## config.mk

```make
export PLATFORM = sky130hd
export DESIGN_NAME = bsc_tx_framer
export DESIGN_NICKNAME = d
export VERILOG_FILES = /design/src/rtl/bsc_pkg.sv /design/src/rtl/bsc_bcs_acc.sv /design/src/rtl/bsc_serializer.sv /design/src/rtl/bsc_tx_seq.sv /design/src/rtl/bsc_tx_framer.sv
export SDC_FILE = /design/constraint.sdc
export NUM_CORES = 1
export LEC_CHECK = 0
export BUFFER_PORTS_ARGS = -buffer_cell sky130_fd_sc_hd__buf_2
export CAP_MARGIN = 25
export CORE_UTILIZATION = 62
export CTS_CLUSTER_DIAMETER = 200
export CTS_CLUSTER_SIZE = 30
export DETAILED_ROUTE_END_ITERATION = 8
export GPL_TIMING_DRIVEN = 0
export PLACE_DENSITY = 0.82
export RECOVER_POWER = 25
export SYNTH_ARGS = -nofsm -noshare
export SYNTH_HDL_FRONTEND = slang
export SYNTH_HIERARCHICAL = 1
export SYNTH_SLANG_ARGS = --single-unit
export TNS_END_PERCENT = 30
```

## constraint.sdc

```tcl
create_clock -name clk -period 8.5 [get_ports clk]
set_input_delay 1.275 -clock clk [delete_from_list [all_inputs] [get_ports clk]]
set_output_delay 1.275 -clock clk [all_outputs]
set_load 0.02 [all_outputs]
```

## src/rtl/bsc_pkg.sv

```systemverilog
package bsc_pkg;

    localparam int CHAR_W = 8;
    localparam int BCS_W  = 16;
    localparam logic [BCS_W-1:0] CRC_POLY_REFL = 16'hA001;

    typedef enum logic [2:0] {
        K_NONE, K_IDLE, K_SYN1, K_SYN2, K_ESC, K_DATA, K_BC1, K_BC2
    } ch_kind_e;

    typedef enum logic [1:0] {
        T_MORE, T_END, T_TRAIL
    } tail_e;

    typedef struct packed {
        ch_kind_e            kind;
        logic [CHAR_W-1:0]   code;
    } tx_char_t;

    function automatic logic [BCS_W-1:0] crc16_step(input logic [BCS_W-1:0] c,
                                                    input logic [CHAR_W-1:0] d);
        logic [BCS_W-1:0] r;
        r = c ^ {{(BCS_W-CHAR_W){1'b0}}, d};
        for (int i = 0; i < CHAR_W; i++) begin
            r = r[0] ? ((r >> 1) ^ CRC_POLY_REFL) : (r >> 1);
        end
        return r;
    endfunction

    function automatic logic [CHAR_W-1:0] vrc_apply(input logic [CHAR_W-1:0] d);
        return {^d[CHAR_W-2:0], d[CHAR_W-2:0]};
    endfunction

endpackage

```

## src/rtl/bsc_bcs_acc.sv

```systemverilog
module bsc_bcs_acc
    import bsc_pkg::*;
(
    input  logic              clk,
    input  logic              rst,
    input  logic              clr,
    input  logic              upd,
    input  logic [CHAR_W-1:0] din,
    output logic [BCS_W-1:0]  crc,
    output logic [CHAR_W-1:0] lrc
);
    always_ff @(posedge clk) begin
        if (rst || clr) begin
            crc <= '0;
            lrc <= '0;
        end else if (upd) begin
            crc <= crc16_step(crc, din);
            lrc <= lrc ^ din;
        end
    end
endmodule

```

## src/rtl/bsc_serializer.sv

```systemverilog
module bsc_serializer #(
    parameter int W = 8
) (
    input  logic         clk,
    input  logic         rst,
    input  logic         en,
    input  logic         rev,
    input  logic [W-1:0] char_in,
    output logic         ld,
    output logic         ser_out
);
    localparam int CW = $clog2(W);
    localparam logic [CW-1:0] LAST = CW'(W - 1);

    logic [W-1:0]  sh;
    logic [CW-1:0] cnt;
    logic          act;
    logic          bit_sel;

    assign ld = en && (!act || cnt == LAST);

    always_ff @(posedge clk) begin
        if (rst || !en) begin
            act <= 1'b0;
            cnt <= '0;
            sh  <= '0;
        end else if (ld) begin
            sh  <= char_in;
            cnt <= '0;
            act <= 1'b1;
        end else begin
            cnt <= cnt + 1'b1;
        end
    end

    always_comb begin
        bit_sel = rev ? sh[LAST - cnt] : sh[cnt];
        ser_out = act ? bit_sel : 1'b1;
    end
endmodule

```

## src/rtl/bsc_tx_seq.sv

```systemverilog
module bsc_tx_seq
    import bsc_pkg::*;
#(
    parameter logic [CHAR_W-1:0] DLE_CODE = 8'h10
) (
    input  logic              clk,
    input  logic              rst,
    input  logic              en,
    input  logic              ld,
    input  logic              cfg_fill_sync,
    input  logic              cfg_end_sync,
    input  logic              cfg_transp,
    input  logic              cfg_crc16,
    input  logic              cfg_vrc,
    input  logic [CHAR_W-1:0] cfg_syn1,
    input  logic [CHAR_W-1:0] cfg_syn2,
    input  logic              buf_valid,
    input  logic [CHAR_W-1:0] buf_data,
    input  logic              buf_end,
    input  logic              buf_last,
    input  logic              buf_bcs,
    input  logic              buf_irq,
    input  logic [BCS_W-1:0]  crc,
    input  logic [CHAR_W-1:0] lrc,
    output tx_char_t          nxt_char,
    output ch_kind_e          kind_q,
    output logic              take,
    output logic              done,
    output logic              irq,
    output logic              underrun,
    output logic              bc_clr,
    output logic [CHAR_W-1:0] bc_din
);
    tail_e             tail_q;
    logic              mode_sync;
    logic              irq_q;
    ch_kind_e          nxt, fill_k, end_k, msg_k;
    logic [CHAR_W-1:0] tx_data;
    logic              fin_bd, fin_tr, blk_end;

    always_comb begin
        fill_k  = mode_sync ? K_SYN1 : K_IDLE;
        end_k   = cfg_end_sync ? K_SYN1 : K_IDLE;
        msg_k   = (cfg_transp && buf_data == DLE_CODE) ? K_ESC : K_DATA;
        tx_data = cfg_vrc ? vrc_apply(buf_data) : buf_data;
        unique case (kind_q)
            K_NONE, K_IDLE: nxt = (buf_valid || mode_sync) ? K_SYN1 : K_IDLE;
            K_SYN1:         nxt = K_SYN2;
            K_SYN2:         nxt = buf_valid ? msg_k : fill_k;
            K_ESC:          nxt = K_DATA;
            K_DATA: begin
                unique case (tail_q)
                    T_TRAIL: nxt = K_BC1;
                    T_END:   nxt = end_k;
                    default: nxt = buf_valid ? msg_k : K_SYN1;
                endcase
            end
            K_BC1:          nxt = cfg_crc16 ? K_BC2 : end_k;
            default:        nxt = end_k;
        endcase

        nxt_char.kind = nxt;
        unique case (nxt)
            K_SYN1:  nxt_char.code = cfg_syn1;
            K_SYN2:  nxt_char.code = cfg_syn2;
            K_ESC:   nxt_char.code = DLE_CODE;
            K_DATA:  nxt_char.code = tx_data;
            K_BC1:   nxt_char.code = cfg_crc16 ? crc[CHAR_W-1:0] : lrc;
            K_BC2:   nxt_char.code = crc[BCS_W-1:CHAR_W];
            default: nxt_char.code = '1;
        endcase

        take     = ld && nxt == K_DATA;
        fin_bd   = take && buf_end && !(buf_last && buf_bcs);
        fin_tr   = ld && ((nxt == K_BC1 && !cfg_crc16) || nxt == K_BC2);
        done     = fin_bd || fin_tr;
        irq      = (fin_bd && buf_irq) || (fin_tr && irq_q);
        underrun = ld && kind_q == K_DATA && tail_q == T_MORE && !buf_valid;
        blk_end  = (ld && kind_q == K_DATA && tail_q == T_END) || fin_tr;
        bc_clr   = ld && (nxt == K_SYN1 || nxt == K_IDLE);
        bc_din   = tx_data;
    end

    always_ff @(posedge clk) begin
        if (rst || !en) begin
            kind_q    <= K_NONE;
            tail_q    <= T_MORE;
            mode_sync <= cfg_fill_sync;
            irq_q     <= 1'b0;
        end else if (ld) begin
            kind_q <= nxt;
            if (take) begin
                irq_q <= buf_irq;
                if (buf_end && buf_last)
                    tail_q <= buf_bcs ? T_TRAIL : T_END;
                else
                    tail_q <= T_MORE;
            end
            if (blk_end)
                mode_sync <= cfg_end_sync;
        end
    end
endmodule

```

## src/rtl/bsc_tx_framer.sv

```systemverilog
module bsc_tx_framer
    import bsc_pkg::*;
#(
    parameter logic [7:0] DLE_CODE = 8'h10
) (
    input  logic       clk,
    input  logic       rst,
    input  logic       cfg_en,
    input  logic       cfg_fill_sync,
    input  logic       cfg_end_sync,
    input  logic       cfg_transp,
    input  logic       cfg_crc16,
    input  logic       cfg_vrc,
    input  logic       cfg_rev,
    input  logic [7:0] cfg_syn1,
    input  logic [7:0] cfg_syn2,
    input  logic       buf_valid,
    input  logic [7:0] buf_data,
    input  logic       buf_end,
    input  logic       buf_last,
    input  logic       buf_bcs,
    input  logic       buf_irq,
    output logic       buf_take,
    output logic       ser_out,
    output logic       bd_done,
    output logic       bd_irq,
    output logic       tx_underrun
);
    logic              ld;
    tx_char_t          nxt_char;
    ch_kind_e          kind_q;
    logic              bc_clr;
    logic [CHAR_W-1:0] bc_din;
    logic [BCS_W-1:0]  crc;
    logic [CHAR_W-1:0] lrc;

    bsc_tx_seq #(.DLE_CODE(DLE_CODE)) seq_i (
        .clk(clk), .rst(rst), .en(cfg_en), .ld(ld),
        .cfg_fill_sync(cfg_fill_sync), .cfg_end_sync(cfg_end_sync),
        .cfg_transp(cfg_transp), .cfg_crc16(cfg_crc16), .cfg_vrc(cfg_vrc),
        .cfg_syn1(cfg_syn1), .cfg_syn2(cfg_syn2),
        .buf_valid(buf_valid), .buf_data(buf_data), .buf_end(buf_end),
        .buf_last(buf_last), .buf_bcs(buf_bcs), .buf_irq(buf_irq),
        .crc(crc), .lrc(lrc),
        .nxt_char(nxt_char), .kind_q(kind_q),
        .take(buf_take), .done(bd_done), .irq(bd_irq), .underrun(tx_underrun),
        .bc_clr(bc_clr), .bc_din(bc_din)
    );

    bsc_bcs_acc bcs_i (
        .clk(clk), .rst(rst), .clr(bc_clr), .upd(buf_take),
        .din(bc_din), .crc(crc), .lrc(lrc)
    );

    bsc_serializer #(.W(CHAR_W)) ser_i (
        .clk(clk), .rst(rst), .en(cfg_en), .rev(cfg_rev),
        .char_in(nxt_char.code), .ld(ld), .ser_out(ser_out)
    );
endmodule

```

==> impl_metrics.ini <==
[floorplanning]
die_h_um = 70.5
coreArea_um2 = 4440
die_area_um2 = 4970
ios = 43
row_count = 24
die_x_um = 70.5
start_util_pct = 65.5

[synthesis]
synth_ff_type = dfxtp_1
synthArstFlopShare_pct = 0
avgSynthCellArea_um2 = 8.79
syn-num-nets = 377
ys_types = 60
ys_seq_area_share_pct = 29.9
syn_inst = 331
synth_edf_count = 1
ys_warn_count = 6
yosysTopAreaCell = dfxtp_1
syn_area_um2 = 2910
synth-seq-cells = 43
yosysTopAreaCellShare_pct = 28.9
synth.top_cells.by_area = dfxtp_1, xnor2_1, mux2i_1, nor2_1, mux2_2

[global_routing]
grt_max_degree = 15
grt_pass1_wl_mm = 11.3
antenna_found_initial = 0
grt_pass1_vias = 2545
grt-ovfl-total = 0
grtUsageTotal_pct = 28.6

[timing]
max_freq_mhz = 201
setup_viol = 0
min_period_over_period_pct = 58.6
hold_viol_final = 0
drv_slew = 0
period_minus_slack_ns = 4.98
slew_headroom_pct = 43.8
timing.hold.ws_ns = 0.476
tns_ns = 0
skew_ns = 0.00294
rsz0062_at_grt = no
tightest_slew_ns = 0.841

[finish]
layout_common_cells = nor2_1, dfxtp_1, buf_2, nand2_1, xnor2_1
layout.nets = 426
layout.cells.non_filler = 433
seq_area_um2 = 871
diodes = 0
syn2layout_area_growth_pct = 12.8
drive_gt1_share_pct = 19.9
multi_input_area_um2 = 1830
final_common_cell = nor2_1
fin_area_um2 = 3280
fillerInstances = 353

[clock_network]
ctsResizeCount = 0
clock_latency_ns = 0.30
ctsHoldBuffers = 0
clk_path_buf_depth = 2
cts_made_buffers = 5
h-tree-depth = 2
postCtsSetupRepairBufs = 0
cts_sinks = 43
cts_tree = yes
cts_root_buf = clkbuf_8
clk_pin_slew_ns = 0.08

[critical_path]
r2r_start = ser_i/cnt[0]
slowest_stage = nor3b_1
crit_path_start_kind = input port
reg2regPathDepth = 12
crit_path_end_kind = primary output
cp_cell_sequence = clkbuf_1 > clkbuf_1 > nor2b_1 > o2bb2ai_1 > o21ai_0 > nor3b_1 > nand3_1 > o22ai_1 > buf_2
slowest_delay_ns = 0.73
r2r_setup_slack_ns = 4.45
worstPathRequired_ns = 7.22
worstSetupPathType = input port to primary output
path_buf_inv = 3
arrival_ns = 3.70
critical_path.top_delay_family = simple AND/OR/NAND/NOR gates
path_max_fanout = 10
worst_path_most_repeated_cell = clkbuf_1
r2r_end = bcs_i/crc[8]

[run]
drv_cap = 0

[place]
port_buffers = 42
dpl.hpwl_mm = 5.01
place_area_um2 = 3180
routabilityCongestion = 0.864
dp_cells = 425

[pwr]
ir_worst_vdd_mv = 0.147
power_uw = 481
powerDensity_nw_per_um2 = 146
leakage_nw = 1.34

[drt]
ant_nets = 0
wl_per_cell_um = 15.2
drt-initial-drc-count = 147
num_vias = 2515
dr.pass1.iters = 6
drc = 4
totalWireLength_mm = 6.58
viasPerCell = 5.81

[status]
status = finished with violations
violations = DRC

[hold_path]
holdCritStartpoint = ser_i/sh[4]
hold_depth = 2
holdCritPathClass = register to register
hold_path_end = ser_i/sh[4]
[worst max-delay path by stage]
| stage | from | end | slack (ns) | cells past startpoint |
|---|---|---|---|---|
| detailed placement | cfg_crc16 | bd_irq | 3.90 | 9 |
| floorplan | cfg_crc16 | bd_irq | 4.13 | 7 |
| global placement | cfg_crc16 | bd_irq | 3.93 | 9 |
| finish | cfg_crc16 | bd_irq | 3.52 | 9 |
| CTS | cfg_crc16 | bd_irq | 3.89 | 9 |
| global route | cfg_crc16 | bd_irq | 3.27 | 9 |
[layout make-up]
class / instances / share of cell area (%)
inverter: 16 / 1.83
buffer: 25 / 4.19
multi-input combinational: 247 / 55.8
sequential: 43 / 26.5
clock buffer: 5 / 2.10
timing repair buffer: 42 / 6.25
tap: 52 / 1.98
clock inverter: 3 / 1.33
[worst min-delay path: stages (launching register included)]
cell and delay [ns]:
dfxtp_1 0.33, nand2_1 0.05, a21oi_1 0.05
[sequential cells by signal, indices dropped and copies added, names as in the netlist]
| signal | count |
|---|---|
| bcs_i/crc | 16 |
| bcs_i/lrc | 8 |
| ser_i/sh | 8 |
| seq_i/kind_q | 3 |
| ser_i/cnt | 3 |
| seq_i/tail_q | 2 |
| seq_i/irq_q | 1 |
| seq_i/mode_sync | 1 |
| ser_i/act | 1 |
[synthesized netlist by cell type (5+ instances only)]
cell,instances
a211o_1,7
inv_1,16
dfxtp_1,42
buf_4,8
xnor2_1,22
nand3_1,5
a221o_1,7
a21oi_1,11
nor2b_1,5
mux2_2,11
clkbuf_1,12
xor2_1,8
nor2_1,46
a211oi_1,9
nand2b_1,5
ha_1,8
nand2_1,32
mux2i_1,19
[metal layers]
layer  up-vias  part of all wire [%]  global-route usage [%]  wire (um)
met4         0                   2.0                    11.1        134
li1       1254                     -                       -          -
met2        65                    49                    49.8       3220
met1      1184                    45                    34.4       2950
met5         -                     0                       0          0
met3        12                   4.2                    6.20        277
[per-stage QoR]
| stage | util, % | setup WS [ns] |
|---|---|---|
| floorplan | - | 4.13 |
| finish | 73.8 | 3.52 |
| global placement | 71.6 | 3.93 |
| CTS | 74.2 | 3.89 |
| detailed placement | 71.6 | 3.90 |
| global route | 73.8 | 3.27 |
[cell families (layout without fill, tap and decap cells)]
kind of cell             Yosys count  after routing  share of synthesized area, %
AND/OR/NAND/NOR                  115            115                          19.2
multiplexers                      35             35                          14.7
AO/OA/AOI/OAI                     58             58                          15.9
buffers and inverters             41             91                          6.97
XOR/XNOR                          31             31                          9.89
adder cells (fa/ha/maj)            8              8                          3.44
flip-flops                        43             43                          29.9
[power by group]
part	switching (mW)	internal, mW	total (mW)
sequential	0.00315	0.206	0.210
clock	0.0712	0.0875	0.159
combinational	0.0600	0.0524	0.112
Note: power is estimated with default switching activity, not from simulation.
